===== config.mk =====
export PLATFORM = sky130hd
export DESIGN_NAME = evt_notify_ctrl
export DESIGN_NICKNAME = d
export VERILOG_FILES = /design/src/rtl/evt_notify_ctrl.sv
export SDC_FILE = /design/constraint.sdc
export NUM_CORES = 1
export LEC_CHECK = 0
export ABC_AREA = 0
export BUFFER_PORTS_ARGS = -buffer_cell sky130_fd_sc_hd__buf_2
export CORE_AREA = 3 3 76 60
export DETAILED_ROUTE_END_ITERATION = 16
export DIE_AREA = 0 0 79 63
export GPL_TIMING_DRIVEN = 1
export PLACE_DENSITY = 0.76
export SLEW_MARGIN = 5
export SYNTH_ARGS = -nofsm -noshare
export SYNTH_HDL_FRONTEND = slang
export SYNTH_SLANG_ARGS = --single-unit

===== constraint.sdc =====
create_clock -name clk -period 1.82 [get_ports clk]
set_input_delay 0.182 -clock clk [delete_from_list [all_inputs] [get_ports clk]]
set_output_delay 0.182 -clock clk [all_outputs]
set_load 0.03 [all_outputs]

===== src/rtl/evt_notify_ctrl.sv =====
module evt_notify_ctrl #(
  parameter int          DW       = 8,
  parameter int          AW       = 3,
  parameter logic [7:0]  CMD_CODE = 8'hDA,
  parameter logic [2:0]  A_EVT    = 3'd2,
  parameter logic [2:0]  A_ST0    = 3'd4,
  parameter logic [2:0]  A_ST1    = 3'd5,
  parameter logic [2:0]  A_CMD    = 3'd7,
  parameter int          BSY_BIT  = 7,
  parameter int          DRQ_BIT  = 3
) (
  input  logic          clk,
  input  logic          rst_n,
  input  logic          start,
  input  logic          abort,
  input  logic          bus_suspend,
  input  logic          media_present,
  input  logic          eject_btn,
  input  logic [1:0]    link_speed,
  output logic          reg_wr,
  output logic          reg_rd,
  output logic [AW-1:0] reg_addr,
  output logic [DW-1:0] reg_wdata,
  input  logic [DW-1:0] reg_rdata,
  output logic          busy,
  output logic          done
);

  typedef enum logic [2:0] {
    S_IDLE, S_WEVT, S_WS0, S_WS1, S_WCMD, S_POLL, S_RS0, S_RS1
  } state_t;

  state_t        st, st_n;
  logic [DW-1:0] st0, st1, nst0, flags, flags_n, sent;
  logic          susp_q, med_q, btn_q;
  logic [1:0]    spd_q;
  logic          fs_chg, hs_chg, commit, finished;
  logic [6:0]    ev_set;

  assign fs_chg = (link_speed == 2'b01) && (spd_q != 2'b01);
  assign hs_chg = (link_speed == 2'b10) && (spd_q != 2'b10);
  assign ev_set = {hs_chg, fs_chg,
                   btn_q & ~eject_btn, ~btn_q & eject_btn,
                   med_q & ~media_present, ~med_q & media_present,
                   susp_q & ~bus_suspend};

  assign commit   = (st == S_RS1) && !abort;
  assign finished = !reg_rdata[BSY_BIT] && !reg_rdata[DRQ_BIT];

  always_comb begin
    flags_n = (flags & ~(commit ? sent : '0)) | {{(DW-7){1'b0}}, ev_set};
    if (fs_chg) flags_n[6] = 1'b0;
    if (hs_chg) flags_n[5] = 1'b0;
  end

  always_comb begin
    st_n = st;
    case (st)
      S_IDLE: if (start) st_n = S_WEVT;
      S_WEVT: st_n = S_WS0;
      S_WS0:  st_n = S_WS1;
      S_WS1:  st_n = S_WCMD;
      S_WCMD: st_n = S_POLL;
      S_POLL: if (finished) st_n = S_RS0;
      S_RS0:  st_n = S_RS1;
      S_RS1:  st_n = S_IDLE;
      default: st_n = S_IDLE;
    endcase
    if (abort && st != S_IDLE) st_n = S_IDLE;
  end

  assign busy   = (st != S_IDLE);
  assign reg_wr = (st == S_WEVT) || (st == S_WS0) || (st == S_WS1) || (st == S_WCMD);
  assign reg_rd = (st == S_POLL) || (st == S_RS0) || (st == S_RS1);

  always_comb begin
    reg_addr  = A_CMD;
    reg_wdata = '0;
    case (st)
      S_WEVT: begin reg_addr = A_EVT; reg_wdata = flags; end
      S_WS0:  begin reg_addr = A_ST0; reg_wdata = st0;   end
      S_WS1:  begin reg_addr = A_ST1; reg_wdata = st1;   end
      S_WCMD: begin reg_addr = A_CMD; reg_wdata = CMD_CODE; end
      S_RS0:  reg_addr = A_ST0;
      S_RS1:  reg_addr = A_ST1;
      default: reg_addr = A_CMD;
    endcase
  end

  always_ff @(posedge clk or negedge rst_n) begin
    if (!rst_n) begin
      st <= S_IDLE;
      st0 <= '0; st1 <= '0; nst0 <= '0;
      flags <= '0; sent <= '0; done <= 1'b0;
      susp_q <= 1'b0; med_q <= 1'b0; btn_q <= 1'b0; spd_q <= 2'b00;
    end else begin
      st     <= st_n;
      susp_q <= bus_suspend;
      med_q  <= media_present;
      btn_q  <= eject_btn;
      spd_q  <= link_speed;
      flags  <= flags_n;
      done   <= commit;
      if (st == S_WEVT) sent <= flags;
      else              sent <= sent & ~{{(DW-7){1'b0}}, ev_set};
      if (st == S_RS0) nst0 <= reg_rdata;
      if (commit) begin
        st0 <= nst0;
        st1 <= reg_rdata;
      end
    end
  end

  p_speed_excl_r4: assert property (@(posedge clk) disable iff (!rst_n)
    $onehot0(flags[6:5]));

  p_done_after_rd_r5: assert property (@(posedge clk) disable iff (!rst_n)
    $rose(done) |-> $past(reg_rd && reg_addr == A_ST1));

  p_poll_after_cmd_r2: assert property (@(posedge clk) disable iff (!rst_n)
    (reg_wr && reg_addr == A_CMD && !abort) |=> (reg_rd && reg_addr == A_CMD));

  p_abort_keeps_r8: assert property (@(posedge clk) disable iff (!rst_n)
    (abort && busy) |=> (!busy && !done && $stable(st0) && $stable(st1)));

  p_start_ignored_r9: assert property (@(posedge clk) disable iff (!rst_n)
    (busy && reg_rd && reg_addr == A_CMD && !abort && reg_rdata[BSY_BIT]) |=> !reg_wr);

endmodule


==> flow_summary.ini <==
[final_layout]
utilization = 0.671
layoutNonFillerInstCount = 308
n_fill_cell = 318
n_antenna_cell = 0
area_delta_synth_final_pct = 22.4
nets = 269
drive_above_1_share = 0.316

[drt]
drt-vias-per-instance = 5.15
wirelength_um = 4270
wl_per_cell_um = 13.9
dr_wl_met3_um = 222
drt_iter0_drc = 94
ant_nets = 0
topRoutingLayerUsed = met4
drcViolationCount = 0
dr.pass1.iters = 4
route.met2.wl_um = 1880
vias = 1587
wl_met1_um = 2080

[grt]
grt_max_degree = 28
grt_antenna_before_repair = 0
overflow = 0
grt.total_usage = 0.196
grt_first_pass_wirelength_um = 7440
grt_pass1_vias = 1520

[synth]
ys_ff_latch = 49
synth_top_area_cell = dfrtp_1
synth_common_cells = nand2_1 (59), dfrtp_1 (49), mux2_2 (17)
ys_seq_area_frac = 0.566
synth_edf_count = 0
synth_top_area_frac = 0.566
post-synth-top-count-cell = nand2_1
syn_area_per_cell_um2 = 10.5
synth_warnings = 0
synth_area_mm2 = 0.00217
ys_types = 33
ys_async_sr_fraction = 1.00
syn_inst = 206
syn_nets = 223
synth_flop_cell = dfrtp_1
yosys-top-cells-area = dfrtp_1 (57%), nand2_1 (10%), mux2_2 (8.8%)

[worst_setup_path]
crit_path_end_kind = output port
path_cells = buf_6 > nor3b_4 > and2_4 > a211o_1 > buf_6
critPathLaunch = st[0]
critical_path.max_fanout = 9
cp_num_buf_inv = 2
rr_startpoint = st[0]
crit_type = flip-flop to output port
reg2reg_slack_ns = 0.17
cpLargestDelayFamily = simple AND/OR/NAND/NOR gates
worstPathArrival_ns = 1.66
r2r-end = flags[6]
max_stage_delay_ns = 0.39
critPathMostFrequentCell = buf_6
cp_slowest_cell = dfrtp_1
start_kind = flip-flop
reg2reg_depth = 8
critPathRequiredTime_ns = 1.64

[floorplanning]
die_height_um = 63
dieWidth_um = 79
design.die.area_mm2 = 0.00498
start_util = 0.548
row_count = 20
core_area_mm2 = 0.00395
pin_count = 32

[placed_design]
dpl.hpwl_um = 2980
pre_cts_slack_ns = 0.265
place_inst = 292
place.gp.congestion = 0.830
port_buffers = 31

[sta]
setup_violations = 5
layout_worst_path_cycle_share = 1.01
max_freq_mhz = 544
setup_tns_ns = -0.0293
slew_violations = 0
slew-limit-headroom = 0.635
rsz0062_at_grt = yes
worst_slew_pin_slew_ns = 0.547
fin_skew_ns = 0.00340
period_needed_ns = 1.84
final_hold_viol_count = 0
worst_slack_ns = -0.0189

[pwr]
power_density_mw_per_mm2 = 1500
power_w = 0.00396
ir_drop_uv = 961
p_leak_nw = 1.35

[clock_tree]
htreeDepth = 2
cts-root-buf = clkbuf_8
clk_latency_ns = 0.30
cts.clk_slew.worst_paths_ns = 0.09
cts_sinks = 49
cts_buffers = 5
cts_tree = built
cts_buffer_depth = 2

[hold_path]
holdCritStartpoint = eject_btn
holdPathEnd = btn_q
worstHoldPathCells = 1
hold_class = input pin to flip-flop

[run_status]
violations = negative setup slack
status = complete, but fails checks

[flow_run]
cap_violations = 0
## flip-flops by register name, indices dropped and copies added, names as in the netlist
| signal | flops |
|---|---|
| flags | 8 |
| nst0 | 8 |
| sent | 8 |
| st0 | 8 |
| st1 | 8 |
| st | 3 |
| spd_q | 2 |
| btn_q | 1 |
| done | 1 |
| med_q | 1 |
| susp_q | 1 |
## layer usage
layer / vias up / GRT usage
met4: 0 / 0.0515
met1: 766 / 0.290
met3: 10 / 0.0749
met2: 37 / 0.270
li1: 774 / -
met5: - / 0
## worst max path at each step
| stage | endpoint | cells past startpoint |
|---|---|---|
| 5_1_grt | reg_addr[0] | 5 |
| 6_report | reg_wdata[6] | 5 |
| 4_1_cts | reg_wdata[6] | 5 |
| 3_5_place_dp | reg_wdata[6] | 5 |
| 3_3_place_gp | reg_wdata[6] | 5 |
| 2_1_floorplan | reg_wdata[2] | 5 |
## area by class of cell
cell class | count | area [um^2] | share of cell area
Sequential cell | 49 | 1230 | 0.462
Multi-Input combinational cell | 137 | 855 | 0.322
Timing Repair Buffer | 48 | 344 | 0.130
Clock buffer | 7 | 86.3 | 0.0326
Tap cell | 55 | 68.8 | 0.0260
Inverter | 11 | 41.3 | 0.0156
Clock inverter | 1 | 30.0 | 0.0113
## what timing repair did
| action | CTS | global route |
|---|---|---|
| setup buffers | 2 | 6 |
| pin swaps | 4 | 2 |
| resized for setup | 10 | 9 |
| setup endpoints to repair | 6 | 10 |
| hold endpoints to repair | 25 | 0 |
| gates cloned | 0 | 0 |
| hold buffers | 4 | 0 |
## cell families after synthesis
logic type,Yosys count,synth area share
AND/OR/NAND/NOR,84,0.180
flip-flops,49,0.566
AO/OA/AOI/OAI,35,0.116
buffers and inverters,20,0.0462
multiplexers,17,0.0884
XOR/XNOR,1,0.00404
## cell usage in the layout (no fill, tap or decap), types with 2 or more instances in the layout
cell type / n
clkbuf_8: 6
nand3b_1: 2
inv_1: 9
dfrtp_1: 49
buf_6: 7
mux2_2: 17
o21ai_0: 13
a31o_2: 2
a22oi_1: 2
nand2_1: 59
nor2_1: 11
inv_2: 2
a22o_1: 4
nand2b_1: 3
buf_2: 25
dlygate4sd3_1: 4
a21boi_0: 3
a221o_1: 4
buf_4: 10
## metrics by stage
stage                     cell area [um^2]  hold WS [ns]
final                                 2650        0.0233
after global routing                  2650       0.00818
after CTS                             2600        0.0136
after detailed placement              2410         0.198
after global placement                2410         0.198
after floorplan                       2170        -0.114
## power by group
| group | switching (W) | total, W | internal [W] | leakage, nW |
|---|---|---|---|---|
| Sequential | 0.000173 | 0.00155 | 0.00138 | 0.608 |
| Clock | 0.000354 | 0.000802 | 0.000448 | 0.0585 |
| Combinational | 0.000888 | 0.00161 | 0.000724 | 0.687 |
| Total | 0.00141 | 0.00396 | 0.00255 | 1.35 |
## worst register-to-register path: cells and delay by family (launching register included)
family | cells | cell delay [ns]
buf+inv | 5 | 0.76
simple gates | 1 | 0.09
compound gates | 2 | 0.31
flops | 1 | 0.41
Power figures use the tool's default switching activity.
